<file path="config.mk">
export PLATFORM = sky130hd
export DESIGN_NAME = delay_merger
export DESIGN_NICKNAME = d
export VERILOG_FILES = /design/src/rtl/dmrg_pkg.sv /design/src/rtl/dmrg_ctrl.sv /design/src/rtl/dmrg_channel.sv /design/src/rtl/dmrg_datapath.sv /design/src/rtl/delay_merger.sv
export SDC_FILE = /design/constraint.sdc
export NUM_CORES = 1
export LEC_CHECK = 0
export CORE_ASPECT_RATIO = 1.75
export CORE_MARGIN = 4
export CORE_UTILIZATION = 41
export CTS_CLUSTER_SIZE = 14
export DETAILED_ROUTE_END_ITERATION = 10
export RECOVER_POWER = 100
export SYNTH_ARGS = -nofsm -noshare
export SYNTH_HDL_FRONTEND = slang
export SYNTH_SLANG_ARGS = --single-unit
</file>
<file path="constraint.sdc">
create_clock -name clk -period 1.85 [get_ports clk]
set_input_delay 0.2775 -clock clk [delete_from_list [all_inputs] [get_ports clk]]
set_output_delay 0.2775 -clock clk [all_outputs]
set_load 0.03 [all_outputs]
</file>
<file path="src/rtl/dmrg_pkg.sv">
package dmrg_pkg;
  localparam int NCH  = 4;
  localparam int PTRW = (NCH > 1) ? $clog2(NCH) : 1;

  typedef struct packed {
    logic [NCH-1:0] start;
    logic           drop;
  } ctlStb_t;

  typedef enum logic [1:0] {
    CH_IDLE = 2'd0,
    CH_WAIT = 2'd1,
    CH_FIRE = 2'd2
  } chState_t;
endpackage

</file>
<file path="src/rtl/dmrg_ctrl.sv">
module dmrg_ctrl
  import dmrg_pkg::*;
(
  input  logic           clk,
  input  logic           rstN,
  input  logic           trigIn,
  input  logic [NCH-1:0] chanBusy,
  output ctlStb_t        stb,
  output logic           overrun
);
  logic            trigQ;
  logic            syncPulse;
  logic [PTRW-1:0] rrPtr;
  logic [NCH-1:0]  startQ;
  logic            dropQ;
  logic            ovrQ;
  logic [NCH-1:0]  pending;

  // edge detect on the synchronous trigger level
  assign syncPulse = trigIn & ~trigQ;
  // a channel counts as occupied from the strobe cycle onward
  assign pending   = chanBusy | startQ;

  always_ff @(posedge clk or negedge rstN) begin
    if (!rstN) begin
      trigQ  <= 1'b0;
      rrPtr  <= '0;
      startQ <= '0;
      dropQ  <= 1'b0;
      ovrQ   <= 1'b0;
    end else begin
      trigQ  <= trigIn;
      startQ <= '0;
      dropQ  <= 1'b0;
      if (syncPulse) begin
        if (pending[rrPtr]) begin
          dropQ <= 1'b1;
          ovrQ  <= 1'b1;
        end else begin
          startQ[rrPtr] <= 1'b1;
        end
        rrPtr <= (rrPtr == PTRW'(NCH - 1)) ? '0 : rrPtr + 1'b1;
      end
    end
  end

  assign stb.start = startQ;
  assign stb.drop  = dropQ;
  assign overrun   = ovrQ;
endmodule

</file>
<file path="src/rtl/dmrg_channel.sv">
module dmrg_channel
  import dmrg_pkg::*;
#(
  parameter int DW = 16,
  parameter int PW = 3
) (
  input  logic          clk,
  input  logic          rstN,
  input  logic          start,
  input  logic [DW-1:0] loadVal,
  output logic          busy,
  output logic          active
);
  localparam int PCW = (PW > 1) ? $clog2(PW) : 1;

  chState_t       state;
  logic [DW-1:0]  delayReg;
  logic [DW-1:0]  waitCnt;
  logic [PCW-1:0] fireCnt;

  always_ff @(posedge clk or negedge rstN) begin
    if (!rstN) begin
      state    <= CH_IDLE;
      delayReg <= '0;
      waitCnt  <= '0;
      fireCnt  <= '0;
    end else begin
      unique case (state)
        CH_IDLE: begin
          if (start) begin
            delayReg <= loadVal;
            waitCnt  <= '0;
            state    <= CH_WAIT;
          end
        end
        CH_WAIT: begin
          if (waitCnt == delayReg) begin
            fireCnt <= '0;
            state   <= CH_FIRE;
          end else begin
            waitCnt <= waitCnt + 1'b1;
          end
        end
        CH_FIRE: begin
          if (fireCnt == PCW'(PW - 1)) begin
            state <= CH_IDLE;
          end else begin
            fireCnt <= fireCnt + 1'b1;
          end
        end
        default: state <= CH_IDLE;
      endcase
    end
  end

  assign busy   = (state != CH_IDLE);
  assign active = (state == CH_FIRE);
endmodule

</file>
<file path="src/rtl/dmrg_datapath.sv">
module dmrg_datapath
  import dmrg_pkg::*;
#(
  parameter int DW = 16,
  parameter int PW = 3
) (
  input  logic           clk,
  input  logic           rstN,
  input  ctlStb_t        stb,
  input  logic [DW-1:0]  delayData,
  output logic [NCH-1:0] chanBusy,
  output logic           pulseOut
);
  logic [DW-1:0]  dataStage;
  logic [NCH-1:0] chanActive;

  // aligns the delay value with the registered start strobe
  always_ff @(posedge clk or negedge rstN) begin
    if (!rstN) dataStage <= '0;
    else       dataStage <= delayData;
  end

  for (genvar g = 0; g < NCH; g++) begin : g_chan
    dmrg_channel #(.DW(DW), .PW(PW)) u_chan (
      .clk    (clk),
      .rstN   (rstN),
      .start  (stb.start[g]),
      .loadVal(dataStage),
      .busy   (chanBusy[g]),
      .active (chanActive[g])
    );
  end

  assign pulseOut = |chanActive;
endmodule

</file>
<file path="src/rtl/delay_merger.sv">
module delay_merger
  import dmrg_pkg::*;
#(
  parameter int DW = 16,
  parameter int PW = 3
) (
  input  logic          clk,
  input  logic          rstN,
  input  logic          trigIn,
  input  logic [DW-1:0] delayData,
  output logic          pulseOut,
  output logic          overrun
);
  ctlStb_t        ctlStb;
  logic [NCH-1:0] chanBusy;

  dmrg_ctrl u_ctrl (
    .clk     (clk),
    .rstN    (rstN),
    .trigIn  (trigIn),
    .chanBusy(chanBusy),
    .stb     (ctlStb),
    .overrun (overrun)
  );

  dmrg_datapath #(.DW(DW), .PW(PW)) u_dp (
    .clk      (clk),
    .rstN     (rstN),
    .stb      (ctlStb),
    .delayData(delayData),
    .chanBusy (chanBusy),
    .pulseOut (pulseOut)
  );
endmodule

</file>
==> impl_metrics.tcl <==
set metrics [dict create \
    synth_seq_cells 168 \
    r2r_start "u_dp.g_chan[0].u_chan.waitCnt[6]" \
    power_leakage_uw 0.00470 \
    placementRows 67 \
    critPathLaunch "u_dp.g_chan[0].u_chan.waitCnt[6]" \
    fin_ws_ps -60.7 \
    ys.flop_type "dfrtp_1" \
    cp.required_ps 2170 \
    clk-insertion-delay-late_ps 430 \
    setup_viol 22 \
    via_per_inst 5.52 \
    ir_worst_vdd_mv 0.677 \
    synth_warnings 0 \
    cts_buffers 17 \
    clkTransAtPathRegs_ps 60 \
    p_seq_share_pct 38.6 \
    crit_path_end_kind "register" \
    drt_iter0_markers 268 \
    fin_crit_ps 1910 \
    synth-edff-count 0 \
    core_area_mm2 0.0193 \
    clk_path_buf_depth 2 \
    max_clock_freq_mhz 523 \
    internal_power_uw 9240 \
    cts_tree "built" \
    ant_nets 0 \
    crit_end "u_dp.g_chan[0].u_chan.waitCnt[3]" \
    crit_type "reg2reg" \
    p_clk_share_pct 25.9 \
    place_inst 1097 \
    arrival_ps 2230 \
    synthToLayoutAreaGrowth_pct 28.4 \
    synth_top_area_share_pct 51.9 \
    drv_cap 0 \
    die_y_um 194 \
    power_density_mw_per_mm2 1380 \
    clockRootBuffer "clkbuf_16" \
    synth_area_mm2 0.00809 \
    status "finished with violations" \
    hold_viol_final 0 \
    drc 0 \
    first_pass_iters 4 \
    stdcell_count 1161 \
    netSwitchingPower_uw 5060 \
    synth_top_cell_by_area "dfrtp_1" \
    drive_above_1_share_pct 32.5 \
    pwr-share-comb_pct 35.5 \
    io_pins 21 \
    worstReg2RegEnd "u_dp.g_chan[0].u_chan.waitCnt[3]" \
    layout_common_cells "158 x dfrtp_1, 103 x nand2_1, 83 x buf_4" \
    fin_nets 938 \
    antenna_found_initial 0 \
    worst_pin_slew_ps 928 \
    cp_max_fo 5 \
    syn_avg_cell_area_um2 10.3 \
    htreeDepth 4 \
    vias 6408 \
    async_flop_share_pct 100 \
    pre_cts_ws_ps -68.6 \
    grt_pass1_wl_mm 33.5 \
    finalWeightedCongestion 0.831 \
    grt-ovfl-total 0 \
    syn_inst 789 \
    regArea_mm2 0.00422 \
    antenna_cells 0 \
    rsz0062_at_grt "yes" \
    io_buffers 20 \
    ys_seq_area_share_pct 51.9 \
    final_common_cell "dfrtp_1" \
    multi_input_area_mm2 0.00407 \
    swShare_pct 35.4 \
    critPathLaunchType "register" \
    yosys-top-cells-area "dfrtp_1 52%, mux2_2 6.8%, nand2_1 5.1%" \
    fp.dieArea_mm2 0.0221 \
    slew_violations 0 \
    grt_max_degree 59 \
    period_share_pct 103 \
    setup_tns_ps -428 \
    cts.sinks 168 \
    reg2regPathDepth 7 \
    dp_hpwl_mm 13.9 \
    synth.distinct_cells 56 \
    gr-usage-all-layers_pct 19.3 \
    wirelength_mm 21.2 \
    die_x_um 114 \
    syn_nets 820 \
    violations "negative setup slack" \
    fillers 1724 \
    hp-class "in2reg" \
    rrSetupSlack_ps -60 \
    initial_core_util_pct 42.0 \
    grt_pass1_vias 6396 \
    relSlewSlack_pct 38.1 \
    post_drt_wl_per_cell_um 18.2 \
    skew_ps 6.42 \
]
## metrics by stage
stage | util (%) | total power (uW) | cell area (um^2) | hold WS [ps]
after floorplan | - | 8190 | 8090 | -18.1
after global routing | 53.9 | 15200 | 10400 | 380
after detailed placement | 47.3 | 9690 | 9120 | 209
final | 53.9 | 14300 | 10400 | 394
after global placement | 47.3 | 9590 | 9120 | 211
after CTS | 51.4 | 13700 | 9920 | 263
## synth_stat cells, drive strengths merged, types with 12 or more instances
master and instances:
ha 12, a21oi 26, mux2 49, nand4 23, o31ai 17, o21ai 61
nor2 50, dfrtp 168, xor2 32, and3 12, nand3 33, inv 22
nor3 16, xnor2 33, clkbuf 14, nor4 14, nand2 112, buf 21
## power groups by stage
stage          Combinational [uW]  Sequential, uW  Clock (uW)
2_1_floorplan                2950            5240           0
3_3_place_gp                 4050            5540           0
6_report                     5080            5520        3700
3_5_place_dp                 4130            5560           0
5_1_grt                      5610            5630        3940
4_1_cts                      4430            5500        3770
## layer usage
metal / GRT usage, % / vias up / wire [um]
met5: 0 / - / 0
met2: 33.5 / 144 / 11300
met4: 8.32 / 0 / 943
met3: 3.37 / 61 / 715
met1: 23.0 / 3191 / 8180
li1: - / 3012 / -
## cell families after synthesis
kind of cell             Yosys count  share of synthesized area (%)
AND/OR/NAND/NOR                  285                           17.0
XOR/XNOR                          65                           7.13
AO/OA/AOI/OAI                    142                           10.5
flip-flops                       168                           51.9
buffers and inverters             57                           3.40
multiplexers                      60                           8.18
adder cells (fa/ha/maj)           12                           1.86
## sequential cells by signal (all words and copies together), names as in the netlist
register and count:
u_dp.dataStage 16, u_dp.g_chan.u_chan.delayReg 64, u_ctrl.overrun 1, u_ctrl.startQ 4, u_ctrl.rrPtr 2, u_dp.g_chan.u_chan.waitCnt 64, u_dp.g_chan.u_chan.fireCnt 8, u_dp.g_chan.u_chan.state 8
u_ctrl.trigQ 1
## what timing repair did
action | CTS | global route
cloned | 3 | 5
setup buffers | 4 | 21
hold buffers | 1 | 0
pin swaps | 9 | 49
gates resized for setup | 36 | 137
setup endpoints to repair | 38 | 74
hold endpoints to repair | 33 | 0
## worst min path at each step
stage / startpoint / to / slack [ps] / cells past startpoint
global route: delayData[15] / u_dp.dataStage[15] / 380 / 1
finish: delayData[2] / u_dp.dataStage[2] / 390 / 1
detailed placement: rstN / u_dp.g_chan[0].u_chan.waitCnt[15] / 210 / 1
floorplan: rstN / u_ctrl.overrun / -20 / 0
global placement: rstN / u_dp.g_chan[0].u_chan.fireCnt[1] / 210 / 1
CTS: delayData[2] / u_dp.dataStage[2] / 260 / 1
## cell type report
cell class              instances  share of cell area, %
inverters                      22                  0.795
repair buffers                131                   10.7
clock buffers                  19                   4.26
multi-input cells             567                   39.2
well taps                     241                   2.90
clock inverters                13                   1.61
flip-flops and latches        168                   40.6
## critical path: stages (launching register included)
cell	delay, ps
dfrtp_1	430
xor2_1	180
nor4_2	340
nand4_1	190
buf_4	180
buf_6	130
a31o_2	200
a21o_1	160
Power figures use the tool's default switching activity.
